$ cat src/rtl/alu_flag_pkg.sv
package alu_flag_pkg;

    typedef enum logic [1:0] {
        SZ_BYTE     = 2'b00,
        SZ_HALF     = 2'b01,
        SZ_WORD     = 2'b10,
        SZ_WORD_ALT = 2'b11
    } opsize_e;

    typedef struct packed {
        logic cf;
        logic pf;
        logic af;
        logic zf;
        logic sf;
        logic of;
    } flags_t;

endpackage

$ cat src/rtl/alu_size_decode.sv
module alu_size_decode
    import alu_flag_pkg::*;
#(
    parameter int DATA_W = 32,
    parameter int IDX_W  = $clog2(DATA_W) + 1
) (
    input  opsize_e             size_i,
    output logic [DATA_W-1:0]   mask_o,
    output logic [IDX_W-1:0]    top_o
);

    localparam int BYTE_W = 8;
    localparam int HALF_W = 16;

    always_comb begin
        unique case (size_i)
            SZ_BYTE: begin
                mask_o = DATA_W'({BYTE_W{1'b1}});
                top_o  = IDX_W'(BYTE_W - 1);
            end
            SZ_HALF: begin
                mask_o = DATA_W'({HALF_W{1'b1}});
                top_o  = IDX_W'(HALF_W - 1);
            end
            SZ_WORD, SZ_WORD_ALT: begin
                mask_o = {DATA_W{1'b1}};
                top_o  = IDX_W'(DATA_W - 1);
            end
            default: begin
                mask_o = {DATA_W{1'b1}};
                top_o  = IDX_W'(DATA_W - 1);
            end
        endcase
    end

endmodule

$ cat src/rtl/alu_add_core.sv
module alu_add_core #(
    parameter int DATA_W = 32
) (
    input  logic [DATA_W-1:0] a_i,
    input  logic [DATA_W-1:0] b_i,
    input  logic              cin_i,
    input  logic              sub_i,
    input  logic [DATA_W-1:0] mask_i,
    output logic [DATA_W-1:0] res_o,
    output logic [DATA_W:0]   carry_o
);

    logic [DATA_W-1:0] b_eff;
    logic              c0;
    logic [DATA_W:0]   sum;

    // Subtraction runs as a + ~b + ~borrow_in.
    assign b_eff = sub_i ? ~b_i : b_i;
    assign c0    = sub_i ? ~cin_i : cin_i;
    assign sum   = {1'b0, a_i} + {1'b0, b_eff} + {{DATA_W{1'b0}}, c0};

    // carry_o[i] is the carry into bit i; carry_o[DATA_W] is the carry out of the top bit.
    genvar gi;
    generate
        for (gi = 0; gi < DATA_W; gi++) begin : g_carry
            assign carry_o[gi] = sum[gi] ^ a_i[gi] ^ b_eff[gi];
        end
    endgenerate
    assign carry_o[DATA_W] = sum[DATA_W];

    assign res_o = sum[DATA_W-1:0] & mask_i;

endmodule

$ cat src/rtl/alu_flag_logic.sv
module alu_flag_logic
    import alu_flag_pkg::*;
#(
    parameter int DATA_W = 32,
    parameter int IDX_W  = $clog2(DATA_W) + 1,
    parameter int AUX_B  = 4
) (
    input  logic [DATA_W-1:0] res_i,
    input  logic [DATA_W:0]   carry_i,
    input  logic [IDX_W-1:0]  top_i,
    input  logic              sub_i,
    output flags_t            flags_o
);

    logic c_out_top;
    logic c_into_top;

    assign c_out_top  = carry_i[top_i + IDX_W'(1)];
    assign c_into_top = carry_i[top_i];

    always_comb begin
        flags_o.cf = c_out_top ^ sub_i;
        flags_o.pf = ~(^res_i[7:0]);
        flags_o.af = carry_i[AUX_B] ^ sub_i;
        flags_o.zf = ~(|res_i);
        flags_o.sf = res_i[top_i];
        flags_o.of = c_out_top ^ c_into_top;
    end

endmodule

$ cat src/rtl/alu_flag_gen.sv
module alu_flag_gen
    import alu_flag_pkg::*;
#(
    parameter int DATA_W  = 32,
    parameter bit REG_OUT = 1'b1
) (
    input  logic              clk,
    input  logic              rst_n,
    input  logic [31:0]       op_a_i,
    input  logic [31:0]       op_b_i,
    input  logic              carry_i,
    input  logic              sub_i,
    input  logic [1:0]        size_i,
    output logic [31:0]       result_o,
    output logic              cf_o,
    output logic              pf_o,
    output logic              af_o,
    output logic              zf_o,
    output logic              sf_o,
    output logic              of_o
);

    localparam int IDX_W = $clog2(DATA_W) + 1;

    logic [DATA_W-1:0] mask_c;
    logic [IDX_W-1:0]  top_c;
    logic [DATA_W-1:0] res_c;
    logic [DATA_W:0]   carry_c;
    flags_t            flags_c;
    flags_t            flags_q;
    logic [DATA_W-1:0] res_q;

    alu_size_decode #(.DATA_W(DATA_W), .IDX_W(IDX_W)) u_size (
        .size_i (opsize_e'(size_i)),
        .mask_o (mask_c),
        .top_o  (top_c)
    );

    alu_add_core #(.DATA_W(DATA_W)) u_add (
        .a_i     (op_a_i),
        .b_i     (op_b_i),
        .cin_i   (carry_i),
        .sub_i   (sub_i),
        .mask_i  (mask_c),
        .res_o   (res_c),
        .carry_o (carry_c)
    );

    alu_flag_logic #(.DATA_W(DATA_W), .IDX_W(IDX_W)) u_flags (
        .res_i   (res_c),
        .carry_i (carry_c),
        .top_i   (top_c),
        .sub_i   (sub_i),
        .flags_o (flags_c)
    );

    generate
        if (REG_OUT) begin : g_reg
            always_ff @(posedge clk or negedge rst_n) begin
                if (!rst_n) begin
                    res_q   <= '0;
                    flags_q <= '0;
                end else begin
                    res_q   <= res_c;
                    flags_q <= flags_c;
                end
            end


            assert property (@(posedge clk) disable iff (!rst_n)
                1'b1 |=> (res_q == $past(res_c)) && (flags_q == $past(flags_c)))
            else $error("stage_latency_chk");
        end else begin : g_comb
            assign res_q   = res_c;
            assign flags_q = flags_c;
        end
    endgenerate

    assign result_o = res_q;
    assign cf_o     = flags_q.cf;
    assign pf_o     = flags_q.pf;
    assign af_o     = flags_q.af;
    assign zf_o     = flags_q.zf;
    assign sf_o     = flags_q.sf;
    assign of_o     = flags_q.of;


    assert property (@(posedge clk) disable iff (!rst_n)
        (res_c & ~mask_c) == '0)
    else $error("upper_bits_zero_chk");


    assert property (@(posedge clk) disable iff (!rst_n)
        flags_c.zf == (res_c == '0))
    else $error("zero_flag_chk");


    assert property (@(posedge clk) disable iff (!rst_n)
        flags_c.pf == ($countones(res_c[7:0]) % 2 == 0))
    else $error("parity_low_byte_chk");


    assert property (@(posedge clk) disable iff (!rst_n)
        (size_i == 2'b00) |-> (flags_c.sf == res_c[7]))
    else $error("byte_sign_chk");


    assert property (@(posedge clk) disable iff (!rst_n)
        (size_i == 2'b01) |-> (flags_c.sf == res_c[15]))
    else $error("half_sign_chk");


    assert property (@(posedge clk) disable iff (!rst_n)
        (!sub_i && !carry_i && op_b_i == '0) |-> !flags_c.cf)
    else $error("no_carry_on_zero_addend_chk");

endmodule

$ cat config.mk
export PLATFORM = sky130hd
export DESIGN_NAME = alu_flag_gen
export DESIGN_NICKNAME = d
export VERILOG_FILES = /design/src/rtl/alu_flag_pkg.sv /design/src/rtl/alu_size_decode.sv /design/src/rtl/alu_add_core.sv /design/src/rtl/alu_flag_logic.sv /design/src/rtl/alu_flag_gen.sv
export SDC_FILE = /design/constraint.sdc
export NUM_CORES = 1
export LEC_CHECK = 0
export BUFFER_PORTS_ARGS = -buffer_cell sky130_fd_sc_hd__buf_4
export CAP_MARGIN = 40
export CORE_ASPECT_RATIO = 0.5
export CORE_MARGIN = 2
export CORE_UTILIZATION = 35
export CTS_BUF_LIST = sky130_fd_sc_hd__clkbuf_4 sky130_fd_sc_hd__clkbuf_8 sky130_fd_sc_hd__clkbuf_16
export DETAILED_ROUTE_END_ITERATION = 10
export PLACE_DENSITY = 0.63
export SETUP_SLACK_MARGIN = 0.4
export SLEW_MARGIN = 5
export SYNTH_ARGS = -nofsm -noshare
export SYNTH_HDL_FRONTEND = slang
export SYNTH_SLANG_ARGS = --single-unit
$ cat constraint.sdc
create_clock -name clk -period 0.8 [get_ports clk]
set_input_delay 0.04 -clock clk [delete_from_list [all_inputs] [get_ports clk]]
set_output_delay 0.04 -clock clk [all_outputs]
set_load 0.01 [all_outputs]
==> metrics.cfg <==
[route]
drc_errors=0
vias=4762
route.antenna.remaining_nets=0
drt-total-wl_microns=15450
drtIter0Drc=292
wl_per_cell_microns=16.93
routed_via_density=5.216
firstDrtPassIters=5

[logic_synthesis]
syn_inst=461
ys_seq_area_frac=0.2379
avgSynthCellArea_sq_um=8.669
ys_ff_latch=38
yosys_most_used_dff=dfrtp_1
synth_edf_count=0
synth-warning-count=0
synth_nets=568
syn-cell-area_sq_um=3996
ys_types=79
synthArstFlopShare=1.000

[status]
status=finished with violations
failed_checks=hold timing, setup timing

[global_route]
gr-usage-met2=0.4213
grt_pass1_vias=4650
track_usage=0.2360
antenna_found_initial=0
grt_overflow=0
grt_most_used_layer=met2
grt_pass1_wl_microns=22890
met1_usage=0.2999
grt_max_degree=39
global_route.usage.met3=0.03692

[power_and_ir_drop]
p_leak_nw=3.530
power.total_mw=14.27
vdd_drop_max_mv=1.240
p_per_area_nw_per_um2=1870

[timing]
max_freq_mhz=361.9
setup_tns_ns=-50.74
whs_ns=-0.2872
drv_slew=0
setup_violations=75
relSlewSlack=0.6449
grt_setup_unrepaired=yes
worst_slew_pin_slew_ns=0.5270
finalWorstSetupSlack_ns=-1.963
final_hold_viol_count=38
timing.final.crit_share=3.454
finalCriticalPeriod_ns=2.763

[setup_path]
crit_required_ns=0.96
worstPathArrival_ns=2.93
cp-end-kind=flop
path_class=in2reg
path_max_fanout=7
crit_path_start_kind=primary input

[floorplan]
core_sq_um=11050
floorplan.initialDensity=0.3618
dieArea_sq_um=12340
fp-row-count=27
die_h_microns=79.56
io_pins=108
die_w_microns=155.1

[clocking]
cts_made_buffers=5
h-tree-depth=2
clk_pin_slew_worst_paths_ns=0.06
root_buffer=clkbuf_16
cts_sinks=38
cts_tree=built
clockBufferDepth=2

[placed_design]
placed_area_sq_um=6218
io_buffers=107
gp_congestion=0.8959
dp_hpwl_microns=11110

[job]
maxCapViolations=0

[layout]
diodes=0
area_growth_pct=90.95
layout_common_cells=249 x buf_4, 68 x buf_6, 38 x dfrtp_1
final_area_sq_um=7631
drive_gt1_frac=0.5964
layout_commonest_cell=buf_4
final_util=0.6908
final_nets=874

[hold_path]
hp-class=in2async

## cell families (layout without fill, tap and decap cells)
logic type      Yosys count  after routing  share of synthesized area
mux                       5              5                    0.01284
fa+ha+maj                37             37                     0.1196
compound gates          127            127                     0.2361
flops                    38             38                     0.2379
xor+xnor                 63             63                     0.1381
simple gates            151            151                     0.1988
buf+inv                  40            347                    0.05666
## metrics by stage
stage	std cells	setup slack, ns
after floorplan	461	-2.138
after global placement	864	-2.243
after detailed placement	864	-2.280
after CTS	892	-1.846
after global routing	913	-2.030
final	913	-1.963
## repair_timing
item                                   4_1_cts  5_1_grt
setup endpoints to repair                   76       76
pin swaps                                   38       81
endpoints found under the hold margin       38       38
buffers inserted                            20       21
resized for setup                          105       86
## worst max-delay path, cell delays in order
cell and delay, ns:
buf_12 0.12, buf_12 0.14, buf_6 0.12, xor2_2 0.13, ha_1 0.32, buf_6 0.13, nand4_1 0.24, a211oi_4 0.40
o31ai_4 0.14, a2111oi_4 0.36, nor3_2 0.10, mux2_4 0.30, a221oi_2 0.26, xnor2_1 0.10
## path summary, 6_finish.rpt
kind	end	cells after the start	start
worst max-delay path	of_o	14	sub_i
worst min-delay path	result_o[2]	1	rst_n
max in group asynchronous	result_o[27]	1	rst_n
min in group clk	result_o[1]	2	op_a_i[1]
## where the power goes
part	internal [mW]	leakage [nW]	switching (mW)
Combinational	5.29	2.99	4.26
Clock	1.23	0.0729	0.808
Sequential	2.42	0.468	0.263
## Yosys cell counts (3+ instances only)
master / count / area, sq um
o21ai_1: 3 / 15.01
nand2b_1: 4 / 25.02
and3_1: 7 / 43.79
o21ai_0: 17 / 85.08
nor3_1: 13 / 65.06
clkbuf_1: 6 / 22.52
xor2_1: 39 / 341.6
o21a_1: 8 / 60.06
or4_1: 3 / 22.52
nor3b_1: 3 / 22.52
buf_2: 3 / 15.01
a21oi_1: 34 / 170.2
nor2_1: 26 / 97.59
a31oi_1: 6 / 37.54
a211oi_2: 3 / 37.54
or2_2: 4 / 25.02
buf_4: 4 / 30.03
ha_1: 35 / 437.9
or3_1: 5 / 31.28
nand3_1: 9 / 45.04
dfrtp_1: 38 / 950.9
a211oi_1: 4 / 30.03
a21o_1: 10 / 75.07
clkbuf_8: 4 / 55.05
o221ai_1: 3 / 26.28
nand4_1: 12 / 75.07
nand2_1: 41 / 153.9
inv_1: 18 / 67.56
xnor2_1: 24 / 210.2
a211o_1: 3 / 26.28
o21bai_1: 5 / 37.54
mux2i_1: 4 / 40.04
nor4_1: 6 / 37.54
## routing by layer
metal / up-vias / wire [microns]
li1: 2295 / -
met1: 2307 / 6590
met2: 136 / 7822
met3: 24 / 707
met4: 0 / 333
met5: - / 0
## registers in the layout, summed over array words and instances, names as in the netlist
name and flops:
af_o 1, cf_o 1, of_o 1, pf_o 1, result_o 32, sf_o 1
zf_o 1
## area by class of cell
cell class | count | area [sq um]
multi-input cells | 383 | 3565
fillers | 842 | 3416
repair buffers | 321 | 2715
flip-flops and latches | 38 | 950.9
well taps | 145 | 181.4
clock buffers | 6 | 138.9
inverters | 18 | 67.56
clock inverters | 2 | 12.51
No activity file was read; power rests on OpenSTA's default activity.
